## src/rtl/fic_pkg.sv

```systemverilog
package fic_pkg;

    // Byte offsets of the register window; driver code relies on these.
    localparam int unsigned OFF_STATUS = 32'h00;
    localparam int unsigned OFF_EN_SET = 32'h04;
    localparam int unsigned OFF_EN_CLR = 32'h08;
    localparam int unsigned OFF_ACK    = 32'h0C;

    // One-hot register select produced by the decoder.
    typedef struct packed {
        logic status;
        logic en_set;
        logic en_clr;
        logic ack;
    } hit_t;

endpackage

```

## src/rtl/fic_decode.sv

```systemverilog
module fic_decode
    import fic_pkg::*;
#(
    parameter int NUM_SRC = 4,
    parameter int ADDR_W  = 8,
    parameter int DATA_W  = 32
) (
    input  logic              bus_sel,
    input  logic              bus_wr,
    input  logic [ADDR_W-1:0] bus_addr,
    input  logic [DATA_W-1:0] bus_wdata,
    output logic [NUM_SRC-1:0] set_bits,
    output logic [NUM_SRC-1:0] clr_bits,
    output logic [NUM_SRC-1:0] ack_bits,
    output logic              rd_stb,
    output hit_t              rd_hit
);

    hit_t hit;
    logic wr_stb;

    // Only the low NUM_SRC data bits carry meaning.
    logic unused_upper;
    assign unused_upper = ^bus_wdata[DATA_W-1:NUM_SRC];

    always_comb begin
        hit.status = (bus_addr == ADDR_W'(OFF_STATUS));
        hit.en_set = (bus_addr == ADDR_W'(OFF_EN_SET));
        hit.en_clr = (bus_addr == ADDR_W'(OFF_EN_CLR));
        hit.ack    = (bus_addr == ADDR_W'(OFF_ACK));

        wr_stb   = bus_sel && bus_wr;
        rd_stb   = bus_sel && !bus_wr;
        rd_hit   = hit;

        set_bits = (wr_stb && hit.en_set) ? bus_wdata[NUM_SRC-1:0] : '0;
        clr_bits = (wr_stb && hit.en_clr) ? bus_wdata[NUM_SRC-1:0] : '0;
        ack_bits = (wr_stb && hit.ack)    ? bus_wdata[NUM_SRC-1:0] : '0;
    end

endmodule

```

## src/rtl/fic_status.sv

```systemverilog
module fic_status #(
    parameter int NUM_SRC = 4
) (
    input  logic               clk,
    input  logic               rst_n,
    input  logic [NUM_SRC-1:0] evt_i,
    input  logic [NUM_SRC-1:0] ack_i,
    output logic [NUM_SRC-1:0] status_o
);

    typedef struct packed {
        logic [NUM_SRC-1:0] status;
    } st_t;

    st_t st_d, st_q;

    always_comb begin
        st_d = st_q;
        // Clear acknowledged bits first, then let new events override.
        st_d.status = (st_q.status & ~ack_i) | evt_i;
    end

    always_ff @(posedge clk or negedge rst_n) begin
        if (!rst_n) st_q <= '0;
        else        st_q <= st_d;
    end

    assign status_o = st_q.status;

    // a set bit that is not acknowledged stays set.
    p_sticky_r2: assert property (@(posedge clk) disable iff (!rst_n)
        (|(st_q.status & ~ack_i)) |=>
            ((st_q.status & $past(st_q.status & ~ack_i)) == $past(st_q.status & ~ack_i)));

    // an event always lands, even when acknowledged in the same cycle.
    p_evt_wins_r4: assert property (@(posedge clk) disable iff (!rst_n)
        (|evt_i) |=> ((st_q.status & $past(evt_i)) == $past(evt_i)));

    // acknowledged bits without a new event are cleared.
    p_ack_clears_r3: assert property (@(posedge clk) disable iff (!rst_n)
        (|(ack_i & ~evt_i)) |=> ((st_q.status & $past(ack_i & ~evt_i)) == '0));

endmodule

```

## src/rtl/fic_mask.sv

```systemverilog
module fic_mask #(
    parameter int NUM_SRC = 4
) (
    input  logic               clk,
    input  logic               rst_n,
    input  logic [NUM_SRC-1:0] set_i,
    input  logic [NUM_SRC-1:0] clr_i,
    output logic [NUM_SRC-1:0] en_o
);

    typedef struct packed {
        logic [NUM_SRC-1:0] en;
    } mk_t;

    mk_t mk_d, mk_q;

    always_comb begin
        mk_d = mk_q;
        // Set and clear live at different offsets; clear is applied last.
        mk_d.en = (mk_q.en | set_i) & ~clr_i;
    end

    always_ff @(posedge clk or negedge rst_n) begin
        if (!rst_n) mk_q <= '0;
        else        mk_q <= mk_d;
    end

    assign en_o = mk_q.en;

    // ones written to the set offset turn their bits on.
    p_set_r5: assert property (@(posedge clk) disable iff (!rst_n)
        (|set_i) |=> ((mk_q.en & $past(set_i)) == $past(set_i)));

    // ones written to the clear offset turn their bits off.
    p_clr_r6: assert property (@(posedge clk) disable iff (!rst_n)
        (|clr_i) |=> ((mk_q.en & $past(clr_i)) == '0));

    // without set or clear bits the mask does not move.
    p_keep_r5: assert property (@(posedge clk) disable iff (!rst_n)
        (set_i == '0 && clr_i == '0) |=> $stable(mk_q.en));

endmodule

```

## src/rtl/fic_readback.sv

```systemverilog
module fic_readback
    import fic_pkg::*;
#(
    parameter int NUM_SRC = 4,
    parameter int DATA_W  = 32
) (
    input  logic               clk,
    input  logic               rst_n,
    input  logic               rd_stb,
    input  hit_t               rd_hit,
    input  logic [NUM_SRC-1:0] status_i,
    input  logic [NUM_SRC-1:0] en_i,
    output logic [DATA_W-1:0]  rdata_o
);

    typedef struct packed {
        logic [DATA_W-1:0] rdata;
    } rb_t;

    rb_t rb_d, rb_q;

    always_comb begin
        rb_d = rb_q;
        if (rd_stb) begin
            if (rd_hit.status)
                rb_d.rdata = DATA_W'(status_i);
            else if (rd_hit.en_set || rd_hit.en_clr)
                rb_d.rdata = DATA_W'(en_i);
            else if (rd_hit.ack)
                rb_d.rdata = DATA_W'(status_i & en_i);
            else
                rb_d.rdata = '0;
        end
    end

    always_ff @(posedge clk or negedge rst_n) begin
        if (!rst_n) rb_q <= '0;
        else        rb_q <= rb_d;
    end

    assign rdata_o = rb_q.rdata;

    // read data holds through cycles without a read.
    p_rd_hold_r10: assert property (@(posedge clk) disable iff (!rst_n)
        !rd_stb |=> $stable(rb_q.rdata));

    // nothing above the source bits is ever returned.
    p_rd_upper_r7: assert property (@(posedge clk) disable iff (!rst_n)
        rb_q.rdata[DATA_W-1:NUM_SRC] == '0);

endmodule

```

## src/rtl/feed_irq_ctrl.sv

```systemverilog
module feed_irq_ctrl
    import fic_pkg::*;
#(
    parameter int NUM_SRC = 4,
    parameter int ADDR_W  = 8,
    parameter int DATA_W  = 32
) (
    input  logic               clk,
    input  logic               rst_n,
    input  logic [NUM_SRC-1:0] evt_i,
    input  logic               bus_sel,
    input  logic               bus_wr,
    input  logic [ADDR_W-1:0]  bus_addr,
    input  logic [DATA_W-1:0]  bus_wdata,
    output logic [DATA_W-1:0]  bus_rdata,
    output logic               irq_o
);

    logic [NUM_SRC-1:0] set_bits, clr_bits, ack_bits;
    logic [NUM_SRC-1:0] status, en;
    logic               rd_stb;
    hit_t               rd_hit;

    fic_decode #(.NUM_SRC(NUM_SRC), .ADDR_W(ADDR_W), .DATA_W(DATA_W)) u_decode (
        .bus_sel   (bus_sel),
        .bus_wr    (bus_wr),
        .bus_addr  (bus_addr),
        .bus_wdata (bus_wdata),
        .set_bits  (set_bits),
        .clr_bits  (clr_bits),
        .ack_bits  (ack_bits),
        .rd_stb    (rd_stb),
        .rd_hit    (rd_hit)
    );

    fic_status #(.NUM_SRC(NUM_SRC)) u_status (
        .clk      (clk),
        .rst_n    (rst_n),
        .evt_i    (evt_i),
        .ack_i    (ack_bits),
        .status_o (status)
    );

    fic_mask #(.NUM_SRC(NUM_SRC)) u_mask (
        .clk   (clk),
        .rst_n (rst_n),
        .set_i (set_bits),
        .clr_i (clr_bits),
        .en_o  (en)
    );

    fic_readback #(.NUM_SRC(NUM_SRC), .DATA_W(DATA_W)) u_readback (
        .clk      (clk),
        .rst_n    (rst_n),
        .rd_stb   (rd_stb),
        .rd_hit   (rd_hit),
        .status_i (status),
        .en_i     (en),
        .rdata_o  (bus_rdata)
    );

    typedef struct packed {
        logic irq;
    } top_t;

    top_t top_d, top_q;

    always_comb begin
        top_d     = top_q;
        top_d.irq = |(status & en);
    end

    always_ff @(posedge clk or negedge rst_n) begin
        if (!rst_n) top_q <= '0;
        else        top_q <= top_d;
    end

    assign irq_o = top_q.irq;

    // with no enabled pending source the line is low next cycle.
    p_irq_quiet_r8: assert property (@(posedge clk) disable iff (!rst_n)
        ((status & en) == '0) |=> !irq_o);

endmodule

```

## config.mk

```make
export PLATFORM = sky130hd
export DESIGN_NAME = feed_irq_ctrl
export DESIGN_NICKNAME = d
export VERILOG_FILES = /design/src/rtl/fic_pkg.sv /design/src/rtl/fic_decode.sv /design/src/rtl/fic_status.sv /design/src/rtl/fic_mask.sv /design/src/rtl/fic_readback.sv /design/src/rtl/feed_irq_ctrl.sv
export SDC_FILE = /design/constraint.sdc
export NUM_CORES = 1
export LEC_CHECK = 0
export ABC_AREA = 1
export ABC_CLOCK_PERIOD_IN_PS = 860
export BUFFER_PORTS_ARGS = -buffer_cell sky130_fd_sc_hd__clkbuf_2
export CAP_MARGIN = 20
export CELL_PAD_IN_SITES_DETAIL_PLACEMENT = 0
export CELL_PAD_IN_SITES_GLOBAL_PLACEMENT = 1
export CORE_MARGIN = 2
export CORE_UTILIZATION = 24
export DETAILED_ROUTE_END_ITERATION = 12
export GPL_TIMING_DRIVEN = 0
export PLACE_DENSITY = 0.76
export SLEW_MARGIN = 20
export SYNTH_ARGS = -nofsm -noshare
export SYNTH_HDL_FRONTEND = slang
export SYNTH_HIERARCHICAL = 1
export SYNTH_SLANG_ARGS = --single-unit
```

## constraint.sdc

```tcl
create_clock -name clk -period 0.86 [get_ports clk]
set_input_delay 0.172 -clock clk [delete_from_list [all_inputs] [get_ports clk]]
set_output_delay 0.172 -clock clk [all_outputs]
set_load 0.03 [all_outputs]
```

After elaboration in Yosys (flattened, before gate mapping)
Index checks and enable logic that the tools add are counted.
W data, S select, Z words.
{ "totals": {"ff_bits": 41, "latch_bits": 0, "ram_bits": 0, "mem_bits_ro": 0, "output_inout_bits": 33, "mem_count": 0} }
{ "classes": {"addsub": 0, "multipliers": 0, "n_div": 0, "magnitude_cmp": 0, "n_eq_ne": 3, "shifts": 0, "mux": 6, "n_bitwise": 8, "reduce_logical": 9} }
{ "ops": {"columns": ["operator", "n"], "rows": [
  ["$mux W32", 3],
  ["$and A4 B4 Y4", 4],
  ["$eq A8 B4 Y1 const B", 2],
  ["$mux W4", 3],
  ["$eq A8 B3 Y1 const B", 1],
  ["$logic_not A8 Y1", 1],
  ["$not A4 Y4", 2],
  ["$or A4 B4 Y4", 2],
  ["$logic_and A1 B1 Y1", 5],
  ["$reduce_or A4 Y1", 1],
  ["$logic_not A1 Y1", 1],
  ["$logic_or A1 B1 Y1", 1]
]} }

Longest topological paths before layout
{ "depth": {"depth_word": 6, "ltp_mapped": 9, "depth_no_buf": 9} }

By module
The synthesis kept the hierarchy.
{ "by_module_without_submodules": {"columns": ["module", "n_inst", "cells_per_inst", "area_per_inst_um2", "seq_area_each_um2"], "rows": [
  ["fic_readback", 1, 68, 462.9, 100.1],
  ["fic_decode", 1, 47, 212.7, 0.0],
  ["fic_status", 1, 20, 160.2, 100.1],
  ["fic_mask", 1, 12, 130.1, 100.1],
  ["feed_irq_ctrl", 1, 10, 58.8, 25.0]
]} }

Worst setup path before layout
Ideal clock, no wire load.
{ "synth_timing": {"path_type": "input port to flip-flop", "from": "in bus_addr[4]", "to": "reg u_readback.rb_q (netlist bit u_readback/rdata_o[2])", "setup_ps": 77, "arrival_ps": 1037, "required_time_ps": 783, "slack_ps": -254, "path_stages": 9, "n_path_buf": 0, "path_cell_list": "inv_1 > nand2_2 > nor2_4 > inv_2 > nor3_1 > nand2_1 > nand2_1 > nand2_1 > a21oi_1"} }
{ "synth_rtl": {"columns": ["item", "line", "rtl"], "rows": [
  ["start, declared", "feed_irq_ctrl.sv:13", "input logic [ADDR_W-1:0] bus_addr,"],
  ["end signal, assigned", "fic_readback.sv:38", "else rb_q <= rb_d;"],
  ["end, declared", "fic_readback.sv:20", "rb_t rb_d, rb_q;"]
]} }

Final worst setup path
{ "layout_timing": {"from": "reg u_readback.rb_q (netlist bit u_readback/rdata_o[3])", "to": "out bus_rdata[3]"} }
{ "layout_rtl": {"columns": ["item", "line", "rtl"], "rows": [
  ["end, declared", "feed_irq_ctrl.sv:15", "output logic [DATA_W-1:0] bus_rdata,"]
]} }
No word-level cell between the ends.

==> results.sh <==
export IMPL_clk_pin_slew_ns=0.06
export IMPL_synth_largest_area_cell="dfrtp_1"
export IMPL_synthTopCellsByArea="dfrtp_1 32%, buf_4 21%, nand2_1 12%"
export IMPL_initial_core_util=0.2525
export IMPL_grt_pass1_wl_um=3588
export IMPL_drt_iter0_drc=18
export IMPL_required_ns=0.69
export IMPL_worst_path_buf_inv=1
export IMPL_regArea_sq_um=325.3
export IMPL_grt_ovfl_total=0
export IMPL_final_nets=267
export IMPL_synth_ff_type="dfrtp_1"
export IMPL_htreeDepth=1
export IMPL_cts_inserted_buffers=3
export IMPL_root_buffer="clkbuf_8"
export IMPL_rrSetupSlack_ns=0.06
export IMPL_num_vias=939
export IMPL_synth_edf_count=0
export IMPL_reg2reg_from="u_status/status_o[2]"
export IMPL_clk_latency_ns=0.24
export IMPL_hold_path_class="input port to register"
export IMPL_reg2regPathDepth=4
export IMPL_path_class="register to output port"
export IMPL_track_usage=0.09011
export IMPL_drv_slew=0
export IMPL_period_share=1.107
export IMPL_clock_sinks=13
export IMPL_first_pass_iters=3
export IMPL_drc=0
export IMPL_hold_viol_final=0
export IMPL_crit_fanout=2
export IMPL_whs_path_depth=3
export IMPL_drive_above_1_share=0.3945
export IMPL_fin_skew_ns=0.002334
export IMPL_area_growth_syn_to_layout_pct=52.87
export IMPL_path_cells="buf_8"
export IMPL_fillCellCount=453
export IMPL_fin_ws_ns=-0.09197
export IMPL_io_pins=81
export IMPL_finalNonFillerCells=268
export IMPL_cp_top_family="flip-flops"
export IMPL_synthTopCellsByCount="33 x nand2_1, 33 x nor2_1, 29 x inv_1, 28 x buf_4, 13 x dfrtp_1"
export IMPL_gp_congestion=0.7129
export IMPL_synth_top_cell_area_share=0.3175
export IMPL_ys_ff_latch=13
export IMPL_p_per_area_nw_per_um2=1185
export IMPL_utilization=0.3861
export IMPL_outcome="finished with violations"
export IMPL_cp_arrival_ns=0.78
export IMPL_dp_cells=258
export IMPL_portBuffers=24
export IMPL_worstHoldEndpoint="u_status/status_o[0]"
export IMPL_viasPerCell=3.504
export IMPL_wirelength_um=2009
export IMPL_yosysWarnings=6
export IMPL_coreArea_sq_um=4058
export IMPL_min_delay_start="evt_i[0]"
export IMPL_cts_tree="done"
export IMPL_die_area_sq_um=4809
export IMPL_reg2reg_to="u_readback/rdata_o[2]"
export IMPL_critical_path_max_stage_delay_ns=0.39
export IMPL_n_antenna_cell=0
export IMPL_endpoint_kind="output port"
export IMPL_grt_setup_unrepaired="true"
export IMPL_setup_viol=8
export IMPL_cts_buffer_depth=2
export IMPL_cap_violations=0
export IMPL_p_leak_nw=0.9063
export IMPL_syn_inst=157
export IMPL_ir_worst_vdd_v=0.0007613
export IMPL_die_height_um=69.35
export IMPL_die_width_um=69.35
export IMPL_rows=23
export IMPL_multi_input_area_sq_um=546.8
export IMPL_dp_hpwl_um=1623
export IMPL_worst_path_stages=1
export IMPL_fmaxAchievable_mhz=1050
export IMPL_postSynthAreaPerCell_sq_um=6.527
export IMPL_wl_per_cell_um=7.496
export IMPL_ys_types=13
export IMPL_grt_max_degree=14
export IMPL_startpoint_type="register"
export IMPL_antenna_found_initial=0
export IMPL_period_needed_ns=0.9520
export IMPL_synthArstFlopShare=1.000
export IMPL_syn_area_sq_um=1025
export IMPL_cp_slowest_cell="dfrtp_1"
export IMPL_antenna_left=0
export IMPL_grt_pass1_vias=855
export IMPL_violations="negative setup slack"
export IMPL_seq_area_frac_synth=0.3175
export IMPL_place_ws_ns=-0.3843
## tightest hold or removal path: cells and delay by family
kind / cells / cell delay (ns)
simple gates: 1 / 0.04
buf+inv: 2 / 0.10
## kinds of logic (layout without fill, tap and decap cells)
kind of cell | after synthesis | count (layout) | synth area share
AOI/OAI and AO/OA | 8 | 8 | 0.03907
buffers and inverters | 59 | 93 | 0.3260
DFF | 13 | 13 | 0.3175
other | 1 | 28 | 0.003659
and+or+nand+nor | 76 | 76 | 0.3138
## worst max path at each step
| stage | startpoint | to | slack (ns) |
|---|---|---|---|
| after detailed placement | bus_addr[4] | u_readback/rdata_o[0] | -0.38 |
| after CTS | u_readback/rdata_o[1] | bus_rdata[1] | -0.10 |
| after global placement | bus_addr[4] | u_readback/rdata_o[2] | -0.37 |
| final | u_readback/rdata_o[3] | bus_rdata[3] | -0.09 |
| after global routing | bus_addr[4] | u_readback/rdata_o[2] | -0.13 |
| after floorplan | bus_addr[4] | u_readback/rdata_o[0] | -0.12 |
## report_power, final
group	total (W)	internal [W]	switching, W
logic	0.000632	0.000265	0.000367
clock network	0.000556	0.000328	0.000228
registers	0.000669	0.000644	0.0000250
total	0.00186	0.00124	0.000620
## per-stage QoR
stage	power [W]	hold slack [ns]	instance area (sq um)	TNS, ns
after floorplan	0.001083	-0.1236	1167	-0.5288
after global placement	0.001186	0.08917	1350	-2.955
after detailed placement	0.001189	0.09288	1350	-3.164
after CTS	0.001842	0.09923	1508	-0.4858
after global routing	0.001952	0.1062	1567	-1.259
final	0.001856	0.1041	1567	-0.4507
## registers in the layout (all words and copies together) (netlist names)
signal	count
u_mask/en_o	4
u_readback/rdata_o	4
u_status/status_o	4
irq_o	1
## metal layers
layer / GRT usage / up-vias / part of all wire
met1: 0.1095 / 382 / 0.44
met5: 0 / - / 0
met3: 0.02907 / 4 / 0.077
met4: 0.03268 / 0 / 0.015
met2: 0.1485 / 29 / 0.47
li1: - / 524 / -
## cell type report
class                   count  share of cell area
plain buffers              29              0.1414
clock buffers               4             0.02875
inverters                  30             0.08466
multi-input cells         112              0.3490
flip-flops and latches     13              0.2077
well taps                  50             0.03994
repair buffers             30              0.1486
## repair_timing
action | CTS | global route
resized for setup | 15 | 18
hold buffers | 1 | 0
pin swaps | 4 | 4
gates cloned | 0 | 0
hold endpoints to repair | 13 | 0
buffers inserted | 5 | 0
setup endpoints to repair | 9 | 17
## placed cells by master (no fill, tap or decap), drive strengths merged
cell type / instances
a21oi: 8
buf: 40
clkbuf: 22
conb: 28
dfrtp: 13
dlygate4sd3: 1
inv: 30
nand2: 35
nand3: 3
nor2: 34
nor3: 4
Power figures use the tool's default switching activity.
